## src/rtl/ivt_host_pkg.sv

```systemverilog
package ivt_host_pkg;
  localparam int BYTE_W = 8;
  localparam int CNT_W  = 2 * BYTE_W;
  localparam int MODE_W = 3;

  typedef enum logic [1:0] {
    ACC_LATCH = 2'b00,
    ACC_LO    = 2'b01,
    ACC_HI    = 2'b10,
    ACC_WORD  = 2'b11
  } acc_e;

  // bit layout of a control word, msb first
  typedef struct packed {
    logic [1:0]        sel;
    acc_e              acc;
    logic [MODE_W-1:0] mode;
    logic              bcd;
  } cw_t;
endpackage

```

## src/rtl/ivt_cw_decode.sv

```systemverilog
module ivt_cw_decode
  import ivt_host_pkg::*;
#(
  parameter int NCH = 3,
  parameter int AW  = $clog2(NCH + 1)
) (
  input  logic              wr_en_i,
  input  logic              rd_en_i,
  input  logic [AW-1:0]     addr_i,
  input  logic [BYTE_W-1:0] wdata_i,
  output cw_t               cw_o,
  output logic [NCH-1:0]    cfg_we_o,
  output logic [NCH-1:0]    latch_req_o,
  output logic [NCH-1:0]    data_we_o,
  output logic [NCH-1:0]    data_re_o
);
  localparam logic [AW-1:0] CTRL_ADDR = AW'(NCH);

  logic ctrl_wr;
  assign cw_o    = cw_t'(wdata_i);
  assign ctrl_wr = wr_en_i && (addr_i == CTRL_ADDR);

  for (genvar c = 0; c < NCH; c++) begin : g_ch
    logic hit;
    // select 2'b11 never matches a channel index, so it falls through
    assign hit            = ctrl_wr && (cw_o.sel == 2'(c));
    assign cfg_we_o[c]    = hit && (cw_o.acc != ACC_LATCH);
    assign latch_req_o[c] = hit && (cw_o.acc == ACC_LATCH);
    assign data_we_o[c]   = wr_en_i && (addr_i == AW'(c));
    assign data_re_o[c]   = rd_en_i && (addr_i == AW'(c));
  end
endmodule

```

## src/rtl/ivt_chan_regs.sv

```systemverilog
module ivt_chan_regs
  import ivt_host_pkg::*;
(
  input  logic              clk_i,
  input  logic              rst_ni,
  input  logic              cfg_we_i,
  input  cw_t               cw_i,
  input  logic              latch_req_i,
  input  logic              data_we_i,
  input  logic [BYTE_W-1:0] wdata_i,
  input  logic              data_re_i,
  input  logic [CNT_W-1:0]  cnt_i,
  output logic [MODE_W-1:0] mode_o,
  output logic              bcd_o,
  output logic              ctrl_wr_o,
  output logic              load_o,
  output logic [CNT_W-1:0]  load_val_o,
  output logic [BYTE_W-1:0] rd_byte_o
);
  acc_e              acc_q;
  logic              wr_hi_q;
  logic              rd_hi_q;
  logic              lat_vld_q;
  logic [BYTE_W-1:0] lo_hold_q;
  logic [CNT_W-1:0]  lat_q;
  logic [CNT_W-1:0]  rd_src;

  always_ff @(posedge clk_i or negedge rst_ni) begin
    if (!rst_ni) begin
      mode_o     <= '0;
      bcd_o      <= 1'b0;
      acc_q      <= ACC_WORD;
      wr_hi_q    <= 1'b0;
      rd_hi_q    <= 1'b0;
      lat_vld_q  <= 1'b0;
      lo_hold_q  <= '0;
      lat_q      <= '0;
      ctrl_wr_o  <= 1'b0;
      load_o     <= 1'b0;
      load_val_o <= '0;
    end else begin
      ctrl_wr_o <= 1'b0;
      load_o    <= 1'b0;
      if (cfg_we_i) begin
        mode_o    <= cw_i.mode;
        bcd_o     <= cw_i.bcd;
        acc_q     <= cw_i.acc;
        wr_hi_q   <= 1'b0;
        rd_hi_q   <= 1'b0;
        lat_vld_q <= 1'b0;
        ctrl_wr_o <= 1'b1;
      end else begin
        if (latch_req_i && !lat_vld_q) begin
          lat_vld_q <= 1'b1;
          lat_q     <= cnt_i;
        end
        if (data_we_i) begin
          unique case (acc_q)
            ACC_LO: begin
              load_val_o <= {{BYTE_W{1'b0}}, wdata_i};
              load_o     <= 1'b1;
            end
            ACC_HI: begin
              load_val_o <= {wdata_i, {BYTE_W{1'b0}}};
              load_o     <= 1'b1;
            end
            ACC_WORD: begin
              if (!wr_hi_q) begin
                lo_hold_q <= wdata_i;
                wr_hi_q   <= 1'b1;
              end else begin
                load_val_o <= {wdata_i, lo_hold_q};
                load_o     <= 1'b1;
                wr_hi_q    <= 1'b0;
              end
            end
            default: ;
          endcase
        end
        if (data_re_i) begin
          // snapshot ends with the read that completes the byte sequence
          if (lat_vld_q && ((acc_q != ACC_WORD) || rd_hi_q)) lat_vld_q <= 1'b0;
          if (acc_q == ACC_WORD) rd_hi_q <= !rd_hi_q;
        end
      end
    end
  end

  assign rd_src = lat_vld_q ? lat_q : cnt_i;

  always_comb begin
    unique case (acc_q)
      ACC_HI:   rd_byte_o = rd_src[CNT_W-1:BYTE_W];
      ACC_WORD: rd_byte_o = rd_hi_q ? rd_src[CNT_W-1:BYTE_W] : rd_src[BYTE_W-1:0];
      default:  rd_byte_o = rd_src[BYTE_W-1:0];
    endcase
  end
endmodule

```

## src/rtl/ivt_rd_mux.sv

```systemverilog
module ivt_rd_mux
  import ivt_host_pkg::*;
#(
  parameter int NCH = 3,
  parameter int AW  = $clog2(NCH + 1)
) (
  input  logic                  rd_en_i,
  input  logic [AW-1:0]         addr_i,
  input  logic [NCH*BYTE_W-1:0] byte_i,
  output logic [BYTE_W-1:0]     rdata_o
);
  always_comb begin
    rdata_o = '0;
    for (int c = 0; c < NCH; c++) begin
      if (rd_en_i && (addr_i == AW'(c))) rdata_o = byte_i[c*BYTE_W +: BYTE_W];
    end
  end
endmodule

```

## src/rtl/ivt_host_port.sv

```systemverilog
module ivt_host_port
  import ivt_host_pkg::*;
#(
  parameter int NCH = 3,
  parameter int AW  = $clog2(NCH + 1)
) (
  input  logic                  clk_i,
  input  logic                  rst_ni,
  input  logic [AW-1:0]         addr_i,
  input  logic                  wr_en_i,
  input  logic [BYTE_W-1:0]     wdata_i,
  input  logic                  rd_en_i,
  output logic [BYTE_W-1:0]     rdata_o,
  input  logic [NCH*CNT_W-1:0]  cnt_i,
  output logic [NCH-1:0]        load_o,
  output logic [NCH*CNT_W-1:0]  load_val_o,
  output logic [NCH*MODE_W-1:0] mode_o,
  output logic [NCH-1:0]        bcd_o,
  output logic [NCH-1:0]        ctrl_wr_o
);
  cw_t                   cw;
  logic [NCH-1:0]        cfg_we;
  logic [NCH-1:0]        latch_req;
  logic [NCH-1:0]        data_we;
  logic [NCH-1:0]        data_re;
  logic [NCH*BYTE_W-1:0] rd_bytes;

  ivt_cw_decode #(.NCH(NCH), .AW(AW)) u_dec (
    .wr_en_i    (wr_en_i),
    .rd_en_i    (rd_en_i),
    .addr_i     (addr_i),
    .wdata_i    (wdata_i),
    .cw_o       (cw),
    .cfg_we_o   (cfg_we),
    .latch_req_o(latch_req),
    .data_we_o  (data_we),
    .data_re_o  (data_re)
  );

  for (genvar c = 0; c < NCH; c++) begin : g_chan
    ivt_chan_regs u_regs (
      .clk_i      (clk_i),
      .rst_ni     (rst_ni),
      .cfg_we_i   (cfg_we[c]),
      .cw_i       (cw),
      .latch_req_i(latch_req[c]),
      .data_we_i  (data_we[c]),
      .wdata_i    (wdata_i),
      .data_re_i  (data_re[c]),
      .cnt_i      (cnt_i[c*CNT_W +: CNT_W]),
      .mode_o     (mode_o[c*MODE_W +: MODE_W]),
      .bcd_o      (bcd_o[c]),
      .ctrl_wr_o  (ctrl_wr_o[c]),
      .load_o     (load_o[c]),
      .load_val_o (load_val_o[c*CNT_W +: CNT_W]),
      .rd_byte_o  (rd_bytes[c*BYTE_W +: BYTE_W])
    );
  end

  ivt_rd_mux #(.NCH(NCH), .AW(AW)) u_mux (
    .rd_en_i(rd_en_i),
    .addr_i (addr_i),
    .byte_i (rd_bytes),
    .rdata_o(rdata_o)
  );
endmodule

```

## config.mk

```make
export PLATFORM = sky130hd
export DESIGN_NAME = ivt_host_port
export DESIGN_NICKNAME = d
export VERILOG_FILES = /design/src/rtl/ivt_host_pkg.sv /design/src/rtl/ivt_cw_decode.sv /design/src/rtl/ivt_chan_regs.sv /design/src/rtl/ivt_rd_mux.sv /design/src/rtl/ivt_host_port.sv
export SDC_FILE = /design/constraint.sdc
export NUM_CORES = 1
export LEC_CHECK = 0
export BUFFER_PORTS_ARGS = -buffer_cell sky130_fd_sc_hd__buf_2
export CELL_PAD_IN_SITES_DETAIL_PLACEMENT = 1
export CELL_PAD_IN_SITES_GLOBAL_PLACEMENT = 1
export CORE_ASPECT_RATIO = 0.6
export CORE_MARGIN = 2
export CORE_UTILIZATION = 47
export DETAILED_ROUTE_END_ITERATION = 16
export PLACE_DENSITY = 0.83
export RECOVER_POWER = 50
export SLEW_MARGIN = 25
export SYNTH_ARGS = -nofsm -noshare
export SYNTH_HDL_FRONTEND = slang
export SYNTH_SLANG_ARGS = --single-unit
```

## constraint.sdc

```tcl
create_clock -name clk_i -period 3.2 [get_ports clk_i]
set_clock_uncertainty 0.05 [all_clocks]
set_input_delay 0.16 -clock clk_i [delete_from_list [all_inputs] [get_ports clk_i]]
set_output_delay 0.16 -clock clk_i [all_outputs]
set_load 0.02 [all_outputs]
```

==> metrics.txt, run 1 <==
Final Core Density=0.600; Hold Crit Start=cnt_i[17]; CP max FO=16; Worst R2R Path Depth=5; busiest grt layer=met2; Reg clk slew, reported paths=0.07 ns; Die X=around 170 um; DR vias=between 5000 and 6000; met1 usage=0.388; commonest non-fill, non-tap cells in the layout=dfrtp_1 (147), mux2_2 (115), o21ai_0 (82); Top FF cell, synth=dfrtp_1; CP Capture Type=primary output; Final period util=0.928; Worst EP arrival=around 2.8 ns; Worst Setup Path Type=reg -> out; Core Region=~15000 sq um; GR Util met3=0.0707; Finished Layout Cells=1038; vias per std cell=5.74; count of cell types in the netlist=42; peak supply drop=between 0.4 and 0.5 mV; Worst EP required=~3.0 ns; H-Tree Depth=4; setup TNS=0 ns; Worst setup SP type=register; FILL cells=approximately 1700; Post-Syn Instances=between 600 and 700; Final setup viols=0; max_cap viols=0; largest net degree at the start of global routing=73; Synth Area in Compound Gates=0.121; drt first-iter violations=roughly 400; first-pass GRT wire length=about 37 mm; TritonCTS sink count=153; worst reg2reg startpoint=g_chan[2].u_regs.acc_q[1]$_DFFE_PN1P_; vias in the first global route=6442; drt wl/cell=between 20 and 25 um; syn_nets=around 730; Worst Hold Class=in -> reg; initial antenna violation count=3; cts bufs inserted=17; XOR/XNOR Fraction of Synth Area=0.00357; CTS tree=built; power density over the cells=between 800 and 900 nW/um^2; Post-Synth Simple-Gate Area=0.0987; Ports=between 100 and 150; status=finished, final reports clean; final max-slew violation count=0; DP Worst Slack=approximately 0.56 ns; Post-CTS Setup Bufs=0; Worst slew margin=0.0989; Root Buffer=clkbuf_16; Congestion Overflow GR=0; Synth Area in Adders=0.0170; dpl hpwl=about 15 mm; Fin. Hold Viols=0; gpl congestion=~0.86; Rows=35; hold path depth=2; fraction of registers with async set/reset=1.00; Worst-Margin Slew=1.35 ns; worst skew pair latency=between 0.4 and 0.5 ns; layout cells sized above 1=0.292; clk buf depth=2; Antenna Violating Nets Remaining=0; multiplexer share of the synthesized area=0.200; placed instance count=around 960; Seq cells post-synth=around 150; P&R area growth vs syn=24.8%; Worst Hold End=g_chan[1].u_regs.lat_q[1]$_DFFE_PN0P_; met2 Track Usage GR=0.476; setup ws final=0.231 ns; DRT Pass-1 Iters=4; minimum clock period=~3 ns; Total Routing Usage GR=0.290; Die Y=slightly above 100 um; area of the die=roughly 17000 sq um; sequential share of the synthesized area=0.521; Leak Pwr=4.30 nW; Syn. warnings=0; commonest non-fill, non-tap cell in the layout=dfrtp_1; Initial Utilization=0.481; FF-to-FF setup slack=approximately 0.7 ns; fmax=0.337 GHz; RSZ-0062 raised after global routing=no; WL final=23.4 mm; syn_area_per_cell=11.1 sq um; Port-buffer cells=roughly 140; largest family of logic cells by synthesized area=multiplexers; Nets=892; mapped cell area=approximately 7400 sq um; RR Endpoint=g_chan[2].u_regs.lo_hold_q[3]$_DFFE_PN0P_; DRC=0; number of synthesized flops with an enable pin=0
## layer usage
metal	up-vias	routed length [um]	part of all wire
met4	0	513	0.022
met5	-	0	0
met2	203	11000	0.47
met3	46	1290	0.055
met1	3058	10700	0.46
li1	2652	-	-
## area by class of cell
type                            count  area [sq um]  area share
Inverter                           12          45.0     0.00490
Clock inverter                     13           263      0.0286
Timing Repair Buffer              188          1120       0.121
Clock buffer                       18           439      0.0478
Multi-Input combinational cell    448          3230       0.352
Antenna cell                        3          7.51    0.000817
Sequential cell                   153          3840       0.417
Tap cell                          203           254      0.0276
## through the flow
stage               hold slack (ns)  total power, mW  area, sq um
floorplan                    -0.186             4.47         7370
detailed placement            0.101             5.34         8110
global placement             0.0958             5.17         8110
CTS                          0.0161             7.86         9290
finish                       0.0301             7.80         9190
global route                 0.0241             8.20         9190
## sequential cells by signal, summed over array words and instances, names as in the netlist
signal and flops:
g_chan.u_regs.lat_q 48, g_chan.u_regs.load_val_o 48, g_chan.u_regs.lo_hold_q 24, g_chan.u_regs.mode_o 9
g_chan.u_regs.acc_q 6, g_chan.u_regs.bcd_o 3, g_chan.u_regs.ctrl_wr_o 3, g_chan.u_regs.lat_vld_q 3
g_chan.u_regs.load_o 3, g_chan.u_regs.rd_hi_q 3, g_chan.u_regs.wr_hi_q 3
## synthesized netlist by cell type, drive strengths merged (9+ instances only)
| cell | n | area share |
|---|---|---|
| a211o | 9 | 0.011 |
| dfrtp | 147 | 0.50 |
| and3 | 9 | 0.0076 |
| inv | 12 | 0.0061 |
| nand2 | 81 | 0.041 |
| ha | 10 | 0.017 |
| o22ai | 10 | 0.0085 |
| a21oi | 27 | 0.018 |
| clkbuf | 29 | 0.015 |
| mux2i | 18 | 0.024 |
| mux2 | 115 | 0.18 |
| a22oi | 16 | 0.016 |
| o21ai | 82 | 0.056 |
| nor2 | 20 | 0.011 |
| buf | 20 | 0.018 |
## what timing repair did
item / 4_1_cts / 5_1_grt
resized for setup: 0 / 2
hold buffers: 48 / 0
hold endpoints to repair: 99 / 0
endpoints found under the setup margin: 0 / 7
## worst max-delay path: stages, from the launching register on
cell	delay [ns]
dfstp_2	0.55
ha_1	0.51
nor2b_1	0.55
o21ai_0	0.16
a21oi_1	0.22
a211o_1	0.17
buf_2	0.18
## cell families after synthesis
logic type,count (synthesis)
flops,153
fa+ha+maj,10
xor+xnor,3
compound gates,155
mux,133
buf+inv,61
simple gates,147
## how the worst max path moves through the flow
stage                                               start         end  depth (start not counted)
floorplan           g_chan[2].u_regs.acc_q[0]$_DFFE_PN1P_  rdata_o[6]                          6
global placement    g_chan[2].u_regs.acc_q[0]$_DFFE_PN1P_  rdata_o[6]                          6
detailed placement  g_chan[1].u_regs.acc_q[0]$_DFFE_PN1P_  rdata_o[3]                          7
CTS                 g_chan[1].u_regs.acc_q[0]$_DFFE_PN1P_  rdata_o[3]                          7
global route         g_chan[0].u_regs.lat_vld_q$_DFF_PN0_  rdata_o[6]                          5
finish              g_chan[1].u_regs.acc_q[0]$_DFFE_PN1P_  rdata_o[5]                          6
## power breakdown
group | leakage [nW] | switching [mW] | internal, mW | total, mW
Sequential | 1.98 | 0.475 | 2.53 | 3.00
Clock | 0.342 | 0.864 | 1.57 | 2.44
Combinational | 1.98 | 1.45 | 0.908 | 2.36
Total | 4.30 | 2.79 | 5.01 | 7.80
Note: power is estimated with default switching activity, not from simulation.
==> inputs of run 2 (changes only) <==
--- a/config.mk
+++ b/config.mk
@@ -8,7 +8,7 @@
 export BUFFER_PORTS_ARGS = -buffer_cell sky130_fd_sc_hd__buf_2
 export CELL_PAD_IN_SITES_DETAIL_PLACEMENT = 1
 export CELL_PAD_IN_SITES_GLOBAL_PLACEMENT = 1
-export CORE_ASPECT_RATIO = 0.6
+export CORE_ASPECT_RATIO = 1.25
 export CORE_MARGIN = 2
 export CORE_UTILIZATION = 47
 export DETAILED_ROUTE_END_ITERATION = 16
==> run 2 against run 1 <==
Effect of this change: the run now ends with max-capacitance violations, max-slew violations left; clock power down 11%; die area down 0.16%; count of clock-buffer cells in the layout up 1; critical endpoint is now rdata_o[6]; non-clock buffer count up 4; largest cell class unchanged; first-iteration DRC count down 12%; utilization down 0.74 points; sequential cell count unchanged.
==> metrics.txt, run 2 (same netlist as run 1, synthesis figures left out) <==
Leak Pwr=4.26 nW (was 4.30 nW); initial antenna violation count=2 (was 3); Nets=896 (was 892); WL final=22.4 mm (was 23.4 mm); Min Hold Slack=0.0235 ns (was 0.0301 ns); Congestion Overflow GR=0 (unchanged); Worst setup SP type=register (unchanged); CP Capture Type=primary output (unchanged); Port-buffer cells=135 (unchanged); status=complete, but fails checks (was finished, final reports clean); drt first-iter violations=349 (was 395); Fin. Hold Viols=0 (unchanged); TritonCTS sink count=153 (unchanged); Worst Hold Class=in -> reg (unchanged); cts bufs inserted=17 (unchanged); peak supply drop=0.468 mV (was 0.438 mV); DP Worst Slack=0.747 ns (was 0.563 ns); DR vias=5885 (was 5959); Final Core Density=0.592 (was 0.600); minimum clock period=2.96 ns (was 2.97 ns); Worst-Margin Slew=1.95 ns (was 1.35 ns); DRT Pass-1 Iters=5 (was 4); Post-CTS Setup Bufs=0 (unchanged); Core Region=15400 sq um (was 15300 sq um); biggest regs=g_chan.u_regs.lat_q: 48 flops, g_chan.u_regs.load_val_o: 48 flops, g_chan.u_regs.lo_hold_q: 24 flops (unchanged); max_cap viols=1 (was 0); CTS tree=built (unchanged); H-Tree Depth=4 (unchanged); Comb pwr share=0.308 (was 0.302); clk buf depth=2 (unchanged); failing checks=max-capacitance violations, max-slew violations; Cell Int Power=4.82 mW (was 5.01 mW); commonest non-fill, non-tap cells in the layout=dfrtp_1 (147), mux2_2 (115), o21ai_0 (82) (unchanged); RR Endpoint=g_chan[2].u_regs.lo_hold_q[5]$_DFFE_PN0P_ (was g_chan[2].u_regs.lo_hold_q[3]$_DFFE_PN0P_); FF-to-FF setup slack=0.69 ns (was 0.70 ns); Worst Setup SP=g_chan[2].u_regs.acc_q[0]$_DFFE_PN1P_ (was g_chan[1].u_regs.acc_q[0]$_DFFE_PN1P_); Reg clk slew, reported paths=0.06 ns (was 0.07 ns); vias per std cell=5.60 (was 5.74); Rows=51 (was 35); gpl congestion=0.858 (was 0.862); first-pass GRT wire length=36.0 mm (was 36.9 mm); largest net degree at the start of global routing=76 (was 73); Worst R2R Path Depth=5 (unchanged); Worst EP arrival=2.75 ns (was 2.76 ns); power density over the cells=822 nW/um^2 (was 848 nW/um^2); worst reg2reg startpoint=g_chan[2].u_regs.acc_q[0]$_DFFE_PN1P_ (was g_chan[2].u_regs.acc_q[1]$_DFFE_PN1P_); register area=3840 sq um (unchanged); clock power share=0.290 (was 0.312); Die Y=144 um (was 101 um); Die X=116 um (was 166 um); Worst slew margin=-0.301 (was 0.0989); Antenna Violating Nets Remaining=0 (unchanged); Final period util=0.925 (was 0.928); Worst Setup Path Type=reg -> out (unchanged); DRC=0 (unchanged); area of the die=16700 sq um (about the same); Final setup viols=0 (unchanged); final max-slew violation count=76 (was 0); vias in the first global route=6648 (was 6442); layout cells sized above 1=0.286 (was 0.292); Switching Share=0.359 (was 0.358); fmax=0.338 GHz (was 0.337 GHz); Root Buffer=clkbuf_16 (unchanged); Reg power frac=0.402 (was 0.385); P&R area growth vs syn=24.2% (was 24.8%); setup ws final=0.240 ns (was 0.231 ns); dpl hpwl=14.5 mm (was 15.0 mm); Ports=136 (unchanged); Total Routing Usage GR=0.285 (was 0.290); worst skew pair latency=0.43 ns (about the same); Worst Setup EP=rdata_o[6] (was rdata_o[5]); RSZ-0062 raised after global routing=no (unchanged); setup TNS=0 ns (unchanged); Worst EP required=2.99 ns (about the same); Psw=2.70 mW (was 2.79 mW); drt wl/cell=21.3 um (was 22.6 um); Initial Utilization=0.477 (was 0.481); FILL cells=1748 (was 1654); commonest non-fill, non-tap cell in the layout=dfrtp_1 (unchanged); area occupied by multi-input gates=3230 sq um (about the same); CP max FO=15 (was 16)
==> run 2: worst min path at each step <==
stage                     startpoint                                     to  depth (start not counted)  slack [ns]
after floorplan               rst_ni     g_chan[0].u_regs.bcd_o$_DFFE_PN0P_                          0       -0.19
after global placement        rst_ni  g_chan[0].u_regs.lat_q[1]$_DFFE_PN0P_                          1        0.17
after detailed placement      rst_ni  g_chan[0].u_regs.lat_q[2]$_DFFE_PN0P_                          1        0.19
after CTS                    wr_en_i      g_chan[0].u_regs.load_o$_DFF_PN0_                          3        0.01
after global routing         wr_en_i      g_chan[0].u_regs.load_o$_DFF_PN0_                          3        0.04
final                        wr_en_i      g_chan[0].u_regs.load_o$_DFF_PN0_                          3        0.02
==> run 2: power by group through the flow <==
stage,combinational (mW),sequential (mW),clock [mW]
after CTS,2.40,3.00,2.21
after global routing,2.53,3.10,2.28
final,2.32,3.02,2.18
after floorplan,1.29,3.18,0
after global placement,2.20,2.96,0
after detailed placement,2.32,3.01,0
==> run 2: final cells by class <==
type,instances,area share
Tap cell,212,0.0290
Clock inverter,13,0.0219
Inverter,12,0.00492
Multi-Input combinational cell,448,0.353
Sequential cell,153,0.419
Clock buffer,19,0.0473
Antenna cell,2,0.000547
Timing Repair Buffer,192,0.124
==> run 2: repair_timing <==
action	4_1_cts	5_1_grt
setup endpoints to repair	0	1
hold buffers	49	0
resized for setup	0	1
endpoints found under the hold margin	116	0
==> run 2: worst max-delay path: stages, from the launching register on <==
cell and delay (ns):
dfstp_2 0.56, ha_1 0.50, nor2b_1 0.50, o21ai_0 0.13, and3_1 0.20, o22ai_1 0.21, buf_2 0.22
==> run 2: through the flow <==
step,area (sq um),cells,power (mW)
floorplan,7370,662,4.47
global placement,8130,968,5.16
detailed placement,8130,968,5.33
CTS,9260,1049,7.61
global route,9150,1051,7.91
finish,9150,1051,7.52
==> run 2: per-layer routing <==
metal / GRT usage / vias to the layer above / wire (um) / part of all wire
met1: 0.327 / 2981 / 8650 / 0.39
met5: 0 / - / 0 / 0
met2: 0.505 / 187 / 12000 / 0.53
met3: 0.0591 / 63 / 984 / 0.044
met4: 0.137 / 0 / 814 / 0.036
li1: - / 2654 / - / -
